--- src/rtl/bootfill_pkg.sv ---
package bootfill_pkg;

    localparam logic [7:0] READ_OPCODE    = 8'h03;
    localparam int         CMD_BYTES      = 4;
    localparam int         BYTES_PER_WORD = 4;
    localparam int         WORD_W         = 8 * BYTES_PER_WORD;

    typedef enum logic [1:0] {
        PH_CMD     = 2'd0,
        PH_DATA    = 2'd1,
        PH_RELEASE = 2'd2,
        PH_IDLE    = 2'd3
    } phase_e;

    typedef struct packed {
        logic [2:0] cnt;
        logic [WORD_W-1:0] word;
    } pack_state_t;

    function automatic logic [7:0] cmd_byte(input logic [2:0] idx, input logic [23:0] faddr);
        case (idx)
            3'd0:    cmd_byte = READ_OPCODE;
            3'd1:    cmd_byte = faddr[23:16];
            3'd2:    cmd_byte = faddr[15:8];
            default: cmd_byte = faddr[7:0];
        endcase
    endfunction

endpackage

--- src/rtl/bootfill_spi.sv ---
module bootfill_spi #(
    parameter int CLK_DIV = 4
) (
    input  logic       clk,
    input  logic       rst,
    input  logic       start,
    input  logic [7:0] tx_byte,
    input  logic       miso,
    output logic       busy,
    output logic       done,
    output logic [7:0] rx_byte,
    output logic       sclk,
    output logic       mosi
);
    localparam int DIV_W = (CLK_DIV > 1) ? $clog2(CLK_DIV) : 1;
    localparam logic [DIV_W-1:0] DIV_LAST = DIV_W'(CLK_DIV - 1);

    logic [DIV_W-1:0] div_q;
    logic [2:0]       bit_q;
    logic [7:0]       tx_q;
    logic [7:0]       rx_q;
    logic             sclk_q;
    logic             busy_q;
    logic             done_q;

    always_ff @(posedge clk) begin
        if (rst) begin
            div_q  <= '0;
            bit_q  <= '0;
            tx_q   <= '0;
            rx_q   <= '0;
            sclk_q <= 1'b0;
            busy_q <= 1'b0;
            done_q <= 1'b0;
        end else begin
            done_q <= 1'b0;
            if (!busy_q) begin
                if (start) begin
                    busy_q <= 1'b1;
                    tx_q   <= tx_byte;
                    div_q  <= '0;
                    bit_q  <= '0;
                    sclk_q <= 1'b0;
                end
            end else if (div_q == DIV_LAST) begin
                div_q <= '0;
                if (!sclk_q) begin
                    sclk_q <= 1'b1;
                    rx_q   <= {rx_q[6:0], miso};
                end else begin
                    sclk_q <= 1'b0;
                    if (bit_q == 3'd7) begin
                        busy_q <= 1'b0;
                        done_q <= 1'b1;
                    end else begin
                        bit_q <= bit_q + 3'd1;
                        tx_q  <= {tx_q[6:0], 1'b0};
                    end
                end
            end else begin
                div_q <= div_q + 1'b1;
            end
        end
    end

    assign busy    = busy_q;
    assign done    = done_q;
    assign rx_byte = rx_q;
    assign sclk    = sclk_q;
    assign mosi    = tx_q[7];

    AST_MOSI_STEADY_HIGH: assert property (@(posedge clk) disable iff (rst)
        (sclk_q && $past(sclk_q)) |-> (mosi == $past(mosi)));
    AST_DONE_ENDS_LOW: assert property (@(posedge clk) disable iff (rst)
        done_q |-> (!sclk_q && !busy_q));

endmodule

--- src/rtl/bootfill_pack.sv ---
module bootfill_pack
    import bootfill_pkg::*;
(
    input  logic              clk,
    input  logic              rst,
    input  logic              push,
    input  logic [7:0]        byte_in,
    input  logic              take,
    output logic              full,
    output logic [WORD_W-1:0] word
);
    pack_state_t st_q;

    always_ff @(posedge clk) begin
        if (rst) begin
            st_q <= '0;
        end else if (take) begin
            st_q.cnt <= '0;
        end else if (push) begin
            st_q.cnt  <= st_q.cnt + 3'd1;
            st_q.word <= {st_q.word[WORD_W-9:0], byte_in};
        end
    end

    assign full = (st_q.cnt == 3'(BYTES_PER_WORD));
    assign word = st_q.word;

    AST_PACK_NO_OVERRUN: assert property (@(posedge clk) disable iff (rst)
        push |-> !full);
    AST_PACK_TAKE_FULL: assert property (@(posedge clk) disable iff (rst)
        take |-> full);

endmodule

--- src/rtl/bootfill_wbw.sv ---
module bootfill_wbw
    import bootfill_pkg::*;
#(
    parameter int              ADDR_W   = 32,
    parameter logic [ADDR_W-1:0] RAM_BASE = '0
) (
    input  logic              clk,
    input  logic              rst,
    input  logic              load,
    input  logic [WORD_W-1:0] load_dat,
    input  logic              ack,
    output logic              free,
    output logic              accepted,
    output logic              cyc,
    output logic              stb,
    output logic              we,
    output logic [3:0]        sel,
    output logic [ADDR_W-1:0] adr,
    output logic [WORD_W-1:0] dat
);
    logic              cyc_q;
    logic [ADDR_W-1:0] adr_q;
    logic [WORD_W-1:0] dat_q;

    always_ff @(posedge clk) begin
        if (rst) begin
            cyc_q <= 1'b0;
            adr_q <= RAM_BASE;
            dat_q <= '0;
        end else begin
            if (cyc_q && ack) begin
                cyc_q <= 1'b0;
                adr_q <= adr_q + ADDR_W'(BYTES_PER_WORD);
            end
            if (load) begin
                cyc_q <= 1'b1;
                dat_q <= load_dat;
            end
        end
    end

    assign free     = !cyc_q || ack;
    assign accepted = cyc_q && ack;
    assign cyc      = cyc_q;
    assign stb      = cyc_q;
    assign we       = cyc_q;
    assign sel      = cyc_q ? 4'hF : 4'h0;
    assign adr      = adr_q;
    assign dat      = dat_q;

    AST_WB_HOLD: assert property (@(posedge clk) disable iff (rst)
        (cyc_q && !ack) |=> (cyc_q && $stable(adr_q) && $stable(dat_q)));
    AST_ADR_STEP: assert property (@(posedge clk) disable iff (rst)
        (cyc_q && ack) |=> (adr_q == $past(adr_q) + ADDR_W'(BYTES_PER_WORD)));
    AST_NO_ACK_NO_STEP: assert property (@(posedge clk) disable iff (rst)
        !cyc_q |=> $stable(adr_q));
    AST_LOAD_WHEN_FREE: assert property (@(posedge clk) disable iff (rst)
        load |-> free);

endmodule

--- src/rtl/bootfill_master.sv ---
module bootfill_master
    import bootfill_pkg::*;
#(
    parameter int                ADDR_W       = 32,
    parameter int                CLK_DIV      = 4,
    parameter int                WORD_COUNT   = 256,
    parameter logic [ADDR_W-1:0] RAM_BASE     = '0,
    parameter logic [23:0]       FLASH_ADDR   = 24'h000000,
    parameter logic [ADDR_W-1:0] RESET_VECTOR = ADDR_W'(32'h0000_0100)
) (
    input  logic              clk,
    input  logic              rst,
    output logic              spi_sclk,
    output logic              spi_cs_n,
    output logic              spi_mosi,
    input  logic              spi_miso,
    output logic              wb_cyc_o,
    output logic              wb_stb_o,
    output logic              wb_we_o,
    output logic [3:0]        wb_sel_o,
    output logic [ADDR_W-1:0] wb_adr_o,
    output logic [31:0]       wb_dat_o,
    input  logic              wb_ack_i,
    output logic              cpu_hold,
    output logic              bus_grant,
    output logic              boot_done,
    output logic [ADDR_W-1:0] cpu_boot_pc
);
    localparam int TOTAL_BYTES = WORD_COUNT * BYTES_PER_WORD;
    localparam int CNT_W       = $clog2(TOTAL_BYTES + 1);
    localparam int WC_W        = $clog2(WORD_COUNT + 1);

    phase_e           phase_q;
    logic [2:0]       cmd_q;
    logic [CNT_W-1:0] started_q;
    logic [WC_W-1:0]  written_q;

    logic        spi_busy, spi_done, spi_start;
    logic [7:0]  spi_rx, tx_byte;
    logic        pack_full, pack_push, pack_take;
    logic [WORD_W-1:0] pack_word;
    logic        wr_free, wr_accept, ack_eff, last_accept;
    logic        in_cmd, in_data;

    assign in_cmd  = (phase_q == PH_CMD);
    assign in_data = (phase_q == PH_DATA);

    assign spi_start = !spi_busy && !spi_done &&
                       ((in_cmd && (cmd_q < 3'(CMD_BYTES))) ||
                        (in_data && !pack_full && (started_q != CNT_W'(TOTAL_BYTES))));
    assign tx_byte   = in_cmd ? cmd_byte(cmd_q, FLASH_ADDR) : 8'h00;

    assign pack_push   = spi_done && in_data;
    assign pack_take   = pack_full && wr_free && in_data;
    assign ack_eff     = wb_ack_i && in_data;
    assign last_accept = wr_accept && (written_q == WC_W'(WORD_COUNT - 1));

    always_ff @(posedge clk) begin
        if (rst) begin
            phase_q   <= PH_CMD;
            cmd_q     <= '0;
            started_q <= '0;
            written_q <= '0;
        end else begin
            if (spi_start && in_cmd)  cmd_q     <= cmd_q + 3'd1;
            if (spi_start && in_data) started_q <= started_q + 1'b1;
            if (wr_accept)            written_q <= written_q + 1'b1;
            case (phase_q)
                PH_CMD:     if (spi_done && (cmd_q == 3'(CMD_BYTES))) phase_q <= PH_DATA;
                PH_DATA:    if (last_accept) phase_q <= PH_RELEASE;
                PH_RELEASE: phase_q <= PH_IDLE;
                default:    phase_q <= PH_IDLE;
            endcase
        end
    end

    bootfill_spi #(.CLK_DIV(CLK_DIV)) u_spi (
        .clk     (clk),
        .rst     (rst),
        .start   (spi_start),
        .tx_byte (tx_byte),
        .miso    (spi_miso),
        .busy    (spi_busy),
        .done    (spi_done),
        .rx_byte (spi_rx),
        .sclk    (spi_sclk),
        .mosi    (spi_mosi)
    );

    bootfill_pack u_pack (
        .clk     (clk),
        .rst     (rst),
        .push    (pack_push),
        .byte_in (spi_rx),
        .take    (pack_take),
        .full    (pack_full),
        .word    (pack_word)
    );

    bootfill_wbw #(.ADDR_W(ADDR_W), .RAM_BASE(RAM_BASE)) u_wbw (
        .clk      (clk),
        .rst      (rst),
        .load     (pack_take),
        .load_dat (pack_word),
        .ack      (ack_eff),
        .free     (wr_free),
        .accepted (wr_accept),
        .cyc      (wb_cyc_o),
        .stb      (wb_stb_o),
        .we       (wb_we_o),
        .sel      (wb_sel_o),
        .adr      (wb_adr_o),
        .dat      (wb_dat_o)
    );

    assign spi_cs_n    = !(in_cmd || in_data);
    assign bus_grant   = in_cmd || in_data;
    assign cpu_hold    = (phase_q != PH_IDLE);
    assign boot_done   = (phase_q == PH_IDLE);
    assign cpu_boot_pc = RESET_VECTOR;

    AST_CYC_OWNED: assert property (@(posedge clk) disable iff (rst)
        wb_cyc_o |-> bus_grant);
    AST_SCLK_SELECTED: assert property (@(posedge clk) disable iff (rst)
        spi_sclk |-> !spi_cs_n);
    AST_HANDBACK: assert property (@(posedge clk) disable iff (rst)
        $fell(bus_grant) |-> (cpu_hold && spi_cs_n && !wb_cyc_o));
    AST_HOLD_LAGS: assert property (@(posedge clk) disable iff (rst)
        $fell(bus_grant) |=> (!cpu_hold && boot_done));
    AST_IDLE_QUIET: assert property (@(posedge clk) disable iff (rst)
        boot_done |-> (!wb_cyc_o && spi_cs_n && !spi_sclk && !cpu_hold));
    AST_DONE_STAYS: assert property (@(posedge clk) disable iff (rst)
        boot_done |=> boot_done);

endmodule

--- config.mk ---
export PLATFORM = sky130hd
export DESIGN_NAME = bootfill_master
export DESIGN_NICKNAME = d
export VERILOG_FILES = /design/src/rtl/bootfill_pkg.sv /design/src/rtl/bootfill_spi.sv /design/src/rtl/bootfill_pack.sv /design/src/rtl/bootfill_wbw.sv /design/src/rtl/bootfill_master.sv
export SDC_FILE = /design/constraint.sdc
export NUM_CORES = 1
export LEC_CHECK = 0
export ABC_AREA = 0
export ABC_CLOCK_PERIOD_IN_PS = 3100
export BUFFER_PORTS_ARGS = -buffer_cell sky130_fd_sc_hd__buf_2
export CAP_MARGIN = 20
export CORE_MARGIN = 2
export CORE_UTILIZATION = 40
export DETAILED_ROUTE_END_ITERATION = 6
export PLACE_DENSITY = 0.62
export SLEW_MARGIN = 20
export SYNTH_ARGS = -nofsm -noshare
export SYNTH_HDL_FRONTEND = slang
export SYNTH_SLANG_ARGS = --single-unit
export TNS_END_PERCENT = 5
--- constraint.sdc ---
create_clock -name clk -period 3.1 [get_ports clk]
set_input_delay 0.465 -clock clk [delete_from_list [all_inputs] [get_ports clk]]
set_output_delay 0.465 -clock clk [all_outputs]
set_load 0.02 [all_outputs]
# Yosys cells after proc, flatten, opt, wreduce, memory -nomap -nowiden
# Cells that the tools add are included.
dict set report word_totals {
  regBits 149
  latchBits 0
  mem_bits_rw 0
  romBits 0
  input_bits 4
  out_inout_bits 109
  word_cells 106
  mem_count 0
}
dict set report op_classes {
  n_addsub 7
  multipliers 0
  n_div 0
  n_lt_le_gt_ge 1
  n_eq_ne 14
  shift 0
  muxes 31
  n_bitwise 4
  reduce_logical 33
}
# op n
set op_table {}
lappend op_table {{8-bit two-way mux} 6}
lappend op_table {{32-bit by 3-bit adder with 32-bit output, second input constant} 1}
lappend op_table {{3-bit two-way mux} 5}
lappend op_table {{1-bit logical AND} 14}
lappend op_table {{1-bit two-way mux} 12}
lappend op_table {{2-bit two-way mux} 6}
lappend op_table {{11-bit by 1-bit adder with 11-bit output, second input constant} 1}
lappend op_table {{11-bit inequality test, second input constant} 1}
lappend op_table {{3-bit by 1-bit adder with 3-bit output, second input constant} 3}
lappend op_table {{9-bit by 1-bit adder with 9-bit output, second input constant} 1}
lappend op_table {{3-bit == test, second input constant} 3}
lappend op_table {{9-bit by 8-bit == test with 1-bit output, second input constant} 1}
lappend op_table {{2-bit inequality test, second input constant} 4}
lappend op_table {{2-bit AND reduction} 3}
lappend op_table {{1-bit logical NOT} 5}
lappend op_table {{2-bit == test, second input constant} 2}
lappend op_table {{4-bit two-way mux} 1}
lappend op_table {{2-bit by 1-bit inequality test with 1-bit output, second input constant} 2}
lappend op_table {{1-bit inverter} 4}
lappend op_table {{2-bit one-hot mux with 2 select lines} 1}
lappend op_table {{4-bit AND reduction} 1}
lappend op_table {{2-bit nonzero test} 2}
lappend op_table {{4-bit OR reduction} 1}
lappend op_table {{3-bit logical NOT} 1}
lappend op_table {{7 further kinds} 9}

# Depth between registers and ports, before layout
# Gate-level depths: netlist of run 1.
dict set report logic_depth {
  ltp_word 8
  depth_mapped 8
  ltp_nobuf 7
}

# By module
# Synthesis of run 1 repeated with hierarchy kept, for this count alone.
dict set report hier_totals {
  cells_unflattened 746
  hier_area_um2 6816.5
}
# module n_inst cells_each area_per_inst_um2 seq_area_each_um2
set by_module_without_submodules {}
lappend by_module_without_submodules {bootfill_wbw 1 279 2618.8 1261.2}
lappend by_module_without_submodules {bootfill_pack 1 188 1651.6 700.7}
lappend by_module_without_submodules {bootfill_master 1 182 1521.5 500.5}
lappend by_module_without_submodules {bootfill_spi 1 97 1024.7 480.5}

# Worst setup path before layout of run 1
# OpenSTA, ideal clock, no wires.
dict set report synth_timing {
  path_type {reg2reg}
  from {register u_wbw.cyc_q, in the netlist u_wbw.cyc}
  to {register u_wbw.adr_q[30], in the netlist u_wbw.adr[30]}
  setup_ps 121
  arrival_ps 1987
  required_time_ps 2979
  setup_slack_ps 992
  stages_incl_launch_ff 6
  n_path_buf 1
  synth_period_minus_slack_ps 2108
  path_cell_list {dfxtp_1 -> nand4b_2 -> or3_1 -> buf_2 -> nor4b_1 -> mux2_2}
}
dict set report synth_between {
  elab_chain_len 1
}
# element line
set synth_lines {}
lappend synth_lines {{from (decl)} bootfill_wbw.sv:21} ;# logic cyc_q;
lappend synth_lines {{from (signal assigned)} bootfill_wbw.sv:27} ;# cyc_q <= 1'b0;
lappend synth_lines {{from (signal assigned)} bootfill_wbw.sv:32} ;# cyc_q <= 1'b0;
lappend synth_lines {{from (signal assigned)} bootfill_wbw.sv:36} ;# cyc_q <= 1'b1;
lappend synth_lines {{1-bit logical AND} bootfill_wbw.sv:31} ;# if (cyc_q && ack) begin
lappend synth_lines {{to (signal assigned)} bootfill_wbw.sv:33} ;# adr_q <= adr_q + ADDR_W'(BYTES_PER_WORD);
lappend synth_lines {{to (decl)} bootfill_wbw.sv:22} ;# logic [ADDR_W-1:0] adr_q;
# Every way passes these cells.
# A chain may end at the register's enable or synchronous reset.

# Worst setup path after layout of run 1
dict set report layout_timing {
  from {register phase_q[1]}
  to {register u_wbw.adr_q[30], in the netlist u_wbw.adr[30]}
}
dict set report layout_between {
  elab_chain_len 3
}
# element line
set layout_lines {}
lappend layout_lines {{from (decl)} bootfill_master.sv:33} ;# phase_e phase_q;
lappend layout_lines {{from (signal assigned)} bootfill_master.sv:60} ;# phase_q <= PH_CMD;
lappend layout_lines {{from (signal assigned)} bootfill_master.sv:69} ;# PH_CMD: if (spi_done && (cmd_q == 3'(CMD_BYTES))) phase_q <= PH_DATA;
lappend layout_lines {{from (signal assigned)} bootfill_master.sv:70} ;# PH_DATA: if (last_accept) phase_q <= PH_RELEASE;
lappend layout_lines {{2-bit by 1-bit == test with 1-bit output} bootfill_master.sv:46} ;# assign in_data = (phase_q == PH_DATA);
lappend layout_lines {{1-bit logical AND} bootfill_master.sv:55} ;# assign ack_eff = wb_ack_i && in_data;
lappend layout_lines {{1-bit logical AND} bootfill_wbw.sv:31}
# Every way passes these cells.

==> results by group, run 1 <==
Job
  • Count of max-cap constraint violations: 0

Global routing
  • Initial antenna violation count: 0
  • Grt ovf: 0
  • Largest net degree at the start of global routing: 80
  • First-pass GRT wire length: approximately 21 mm
  • Vias in the first global route: ~4400
  • Overall Global Routing Usage: 0.1531

Finish
  • Most frequent cells in the layout: dfxtp_1 (147), nand2_1 (114), buf_2 (77), a21oi_1 (76), nor2_1 (64)
  • Final core utilization: 0.4704
  • Layout cells sized above 1: 0.1650
  • Fillers: ~1600
  • Net count reported at finish: 809
  • Ant diodes: 0
  • Most common cell after layout, fill and taps aside: dfxtp_1
  • Layout area overhead: 16.60%

Drt
  • Vias/cell: 4.897
  • Drt wl/cell: about 12 um
  • Iteration-0 DRC Markers: roughly 320
  • Router iterations before antenna repair: 4
  • Wirelength, routed: ~13 mm
  • ANT nets after route: 0
  • Vias: 5005
  • Drc violations: 0

Synth
  • Top_reg_cell synth: dfxtp_1
  • Leading area contributor after synthesis: dfxtp_1
  • Ys Warns: 0
  • Post-synth top area share: 0.4643
  • Mapped cell area: around 6300 um^2
  • Post-Synth Adder-Cell Area: 0.02369
  • XOR/XNOR share of the synthesized area: 0.02349
  • Complex-gate fraction of the synthesized area: 0.1052
  • Post-synthesis simple-gate area fraction: 0.2284
  • Unique masters post-synth: 44
  • Largest family of logic cells by synthesized area: simple AND/OR/NAND/NOR gates
  • Cells after Synth: 738
  • Main area contributors after synthesis: dfxtp_1 (46%), nand2_1 (6.8%), a21oi_1 (6.0%)
  • Multiplexer area fraction after synthesis: 0.06968
  • #FFs+latches synth: 147
  • Post-synth EDFFs: 0
  • Sequential cell area fraction in the yosys report: 0.4643
  • Asr flop ratio synth: 0
  • Avg Cell Area, Syn: between 8 and 9 um^2

Clock network
  • Htree depth: 4
  • Setup Buffers After CTS: 0
  • Post-CTS Resized: 0
  • Clk sink count: approximately 150
  • Num CTS Buffers: 17
  • CTS tree: built
  • CTS Buffer Depth: 2
  • Cts hold-fix bufs: 0
  • Clock slew at reported path FFs: around 0.060 ns
  • Worst-Skew Late Latency: 0.42 ns
  • Clock Tree Root: clkbuf_16

Worst setup path
  • CP Capture Type: flip-flop
  • CP Launch Type: flip-flop
  • CP max stage delay: roughly 0.63 ns
  • Slowest CP cell: or3_1
  • CP Class: flip-flop to flip-flop
  • CP cell instances: nand4b_2 > or3_1 > nor4b_1 > mux2_2
  • Top cell family by delay on the critical path: simple AND/OR/NAND/NOR gates
  • Critical path arrival: around 2.7 ns
  • Crit path max fanout: 16
  • Crit path required time: around 3.4 ns
  • WP buf/inv: 0

Status
  • Outcome: finished, final reports clean

Power
  • Peak VDD IR: ~0.00035 V
  • Pwr Density: roughly 580 nW/um^2
  • Pleak: 3.086 nW

Die
  • Die ar.: approximately 17000 um^2
  • Initial core utilization: 0.4034
  • # IOs: 113
  • Die H: approximately 130 um
  • Core area: around 16000 um^2
  • Standard-cell row count: between 40 and 50
  • Die W: between 100 and 150 um

STA
  • Final setup vio count: 0
  • Final hold violations: 0
  • Fmax: ~420 MHz
  • Slew HR: 0.4129
  • Period utilisation layout: 0.7669
  • Slew Limit Fails: 0
  • Clk_skew: 0.004663 ns
  • RSZ-0062 raised after global routing: false
  • Final Critical Period: ~2.4 ns
  • Least-Margin Pin Slew: roughly 0.88 ns
  • Post-route setup TNS: 0 ns

Placed design
  • GP Congestion: 0.7451
  • HPWL after detailed placement: between 8 and 9 mm
  • PortBufs: a little under 80

Min path
  • Hold Crit Class: input pin to flip-flop
## cell families (layout without fill, tap and decap cells)
family / Yosys count / in the layout
xor+xnor: 17 / 17
flops: 147 / 147
other cells: 2 / 34
fa+ha+maj: 12 / 12
simple gates: 299 / 299
compound gates: 118 / 118
buf+inv: 100 / 136
mux: 43 / 43
## Yosys cell counts (all sizes together), types with 4 or more instances
| master | count |
|---|---|
| mux2i | 34 |
| o22ai | 5 |
| clkbuf | 35 |
| inv | 18 |
| or3 | 12 |
| dfxtp | 147 |
| o21ai | 11 |
| nor2b | 12 |
| buf | 47 |
| nand2b | 10 |
| ha | 12 |
| and3 | 4 |
| nand2 | 114 |
| a21oi | 76 |
| o31ai | 14 |
| xnor2 | 12 |
| nor3 | 11 |
| nor2 | 65 |
| nand3 | 19 |
| nor4 | 9 |
| xor2 | 5 |
| mux2 | 9 |
| or4 | 17 |
| nand4 | 12 |
| and4 | 4 |
## final cells by class
| cell class | count | area [um^2] | share of cell area |
|---|---|---|---|
| clock inverters | 8 | 146.4 | 0.01981 |
| inverters | 18 | 67.56 | 0.009142 |
| well taps | 216 | 270.3 | 0.03657 |
| clock buffers | 24 | 501.7 | 0.06789 |
| flip-flops and latches | 147 | 2943 | 0.3982 |
| multi-input cells | 523 | 2997 | 0.4055 |
| repair buffers | 86 | 465.4 | 0.06298 |
## routing by layer
metal | routed length, um | share of wire | track usage
met5 | 0 | 0 | 0
met1 | 6122 | 0.48 | 0.1996
met2 | 5892 | 0.46 | 0.2442
met4 | 223 | 0.018 | 0.06452
met3 | 463 | 0.036 | 0.03608
## power by group
part	switching [mW]	leakage (nW)	internal, mW
registers	0.00833	1.18	1.90
logic	0.0976	1.58	0.0304
clock network	0.768	0.316	1.45
total	0.874	3.09	3.39
## through the flow
stage                     cell area [um^2]  hold slack, ns  worst slack, ns  instances  total power, mW
after floorplan                       6459          0.4315           0.9919        770            2.087
after global placement                6743          0.4408           0.7014        990            2.080
after detailed placement              6743          0.4458           0.6527        990            2.080
after CTS                             7391          0.2631           0.6967       1022            4.304
after global routing                  7391          0.3354           0.5250       1022            4.400
final                                 7391          0.2842           0.7228       1022            4.259
## path summary, 6_finish.rpt
kind | start | endpoint | slack [ns] | depth (start not counted)
min reg2reg | u_wbw.dat[24] | u_wbw.dat[24] | 0.45 | 2
max | phase_q[1] | u_wbw.adr[30] | 0.72 | 4
max reg2reg | phase_q[1] | u_wbw.adr[30] | 0.72 | 4
min | spi_miso | u_spi.rx_byte[0] | 0.28 | 3
## worst min-delay path: stages
cell and delay (ns):
buf_2 0.09, nand2_1 0.04, a21oi_1 0.05
## state kept, by name (all words and copies together), names as in the netlist
name and cells:
u_pack.word 32, u_spi.tx_q 8, u_spi.done 1, u_wbw.adr 30
phase_q 2, u_wbw.dat 32, u_spi.bit_q 3, u_spi.div_q 2
u_wbw.cyc 1, u_pack.st_q 3, written_q 9, u_spi.sclk 1
u_spi.rx_byte 8, started_q 11, u_spi.busy 1, cmd_q 3
Power figures use the tool's default switching activity.
==> run 2, diff against run 1 <==
ABC_CLOCK_PERIOD_IN_PS = 2200   (was 3100)
clock period = 2.2 ns   (was 3.1 ns; I/O delays follow)
==> run 2 against run 1 <==
Flip-flop and latch count is the same. Clock power grew 36%. Largest power group unchanged. Die area is the same. Largest cell class unchanged. Global-route usage shrank 0.083 points. Non-clock buffer count grew 17. Count of clock-buffer cells in the layout is the same.
==> results by group, run 2 (same netlist as run 1, synthesis figures left out) <==
Die
  • Core area: ~16000 um^2
  • Die ar.: 16870 um^2
  • # IOs: roughly 110
  • Die H: roughly 130 um
  • Die W: between 100 and 150 um
  • Initial core utilization: 0.4034
  • Standard-cell row count: 46

Global routing
  • Met1 usage: 0.1974
  • Largest net degree at the start of global routing: between 40 and 50
  • Vias in the first global route: about 4400
  • First-pass GRT wire length: ~21 mm
  • Grt ovf: 0
  • Initial antenna violation count: 0
  • Met2 usage: 0.2427
  • Overall Global Routing Usage: 0.1523
  • GR Layer Usage met3: 0.03895
  • Busiest grt layer: met2

Clock network
  • CTS tree: built
  • Post-CTS Resized: 0
  • Num CTS Buffers: 17
  • Htree depth: 4
  • CTS Buffer Depth: 2
  • Cts hold-fix bufs: 0
  • Setup Buffers After CTS: 0
  • Clock slew at reported path FFs: about 0.06 ns
  • Clock Tree Root: clkbuf_16
  • Clk sink count: 147
  • Worst-Skew Late Latency: 0.42 ns

Finish
  • Layout area overhead: 19.21%
  • Ant diodes: 0
  • Post-Layout Cell Count: about 1000
  • Final core utilization: 0.4809
  • Most common cell after layout, fill and taps aside: dfxtp_1
  • Finished Cell Area: 7556 um^2
  • Layout cells sized above 1: 0.1813
  • Most frequent cells in the layout: dfxtp_1 (147), nand2_1 (114), buf_2 (77), a21oi_1 (76), nor2_1 (64)
  • Net count reported at finish: around 830

Worst setup path
  • Reg2Reg Depth: 5
  • Crit path max fanout: 11
  • Reg-to-reg endpoint: u_wbw.adr[30]
  • CP Class: flip-flop to flip-flop
  • CP Capture Type: flip-flop
  • R2r startpoint: u_wbw.adr[3]
  • Reg2reg setup slack: between 0.15 and 0.2 ns
  • CP Launch Type: flip-flop
  • Crit path required time: 2.51 ns
  • Critical path arrival: ~2.4 ns

Status
  • Outcome: finished, final reports clean

Power
  • Pwr Density: approximately 780 nW/um^2
  • Peak VDD IR: between 0.0005 and 0.0006 V
  • Tot Pwr: 5.895 mW
  • Pleak: between 3 and 4 nW

Placed design
  • GP Congestion: 0.7617
  • HPWL after detailed placement: ~8.6 mm
  • DP Area: 6933 um^2
  • Place WS: around 0.13 ns
  • PortBufs: 78
  • # placed instances: approximately 1000

Drt
  • Router iterations before antenna repair: 4
  • Vias/cell: 4.903
  • Iteration-0 DRC Markers: 225
  • Drc violations: 0
  • ANT nets after route: 0
  • Wirelength, routed: approximately 13 mm
  • Vias: between 5000 and 6000
  • Drt wl/cell: about 12 um

Job
  • Count of max-cap constraint violations: 0

STA
  • Final Critical Period: 2.041 ns
  • RSZ-0062 raised after global routing: false
  • Slew Limit Fails: 0
  • Final setup vio count: 0
  • Final hold slack: around 0.15 ns
  • Least-Margin Pin Slew: about 0.53 ns
  • Period utilisation layout: 0.9275
  • Slew HR: 0.6468
  • Post-route setup TNS: 0 ns
  • Clk_skew: 0.007689 ns
  • Final hold violations: 0
  • Final worst slack: approximately 0.16 ns
  • Fmax: roughly 490 MHz

Min path
  • Hold path depth: 3
  • Hold Path End: u_spi.rx_byte[0]
  • Hold Crit Class: input pin to flip-flop
  • Hold path start: spi_miso
==> run 2: final cells by class <==
type,count,area [um^2]
inverter,18,67.56
tap,216,270.3
multi-input combinational,523,2997
fill,1560,8157
clock buffer,24,501.7
clock inverter,7,121.4
timing repair buffer,103,655.6
sequential,147,2943
==> run 2: power breakdown <==
| part | total (mW) | leakage (nW) | switching [mW] | internal (mW) |
|---|---|---|---|---|
| Sequential | 2.69 | 1.18 | 0.0117 | 2.68 |
| Clock | 3.01 | 0.295 | 1.08 | 1.93 |
| Combinational | 0.192 | 1.69 | 0.140 | 0.0520 |
| Total | 5.89 | 3.17 | 1.23 | 4.66 |
==> run 2: how the worst max path moves through the flow <==
stage	start	to	cells past startpoint
3_5_place_dp	wb_ack_i	u_wbw.adr[30]	5
4_1_cts	u_wbw.adr[3]	u_wbw.adr[30]	5
3_3_place_gp	wb_ack_i	u_wbw.adr[30]	5
5_1_grt	u_wbw.adr[3]	u_wbw.adr[30]	5
6_report	u_wbw.adr[3]	u_wbw.adr[30]	5
2_1_floorplan	u_wbw.cyc	u_wbw.adr[30]	5
==> run 2: layer usage <==
layer  up-vias  wire (um)
met5         -          0
met4         0        178
met3        18        522
met2        83       6039
met1      2367       5994
li1       2621          -
==> run 2: critical path, cell delays in order, from the launching register on <==
cell and delay (ns):
dfxtp_1 0.37, ha_1 0.21, nand2_1 0.12, or3_1 0.49, nor4b_1 0.38, mux2_2 0.37
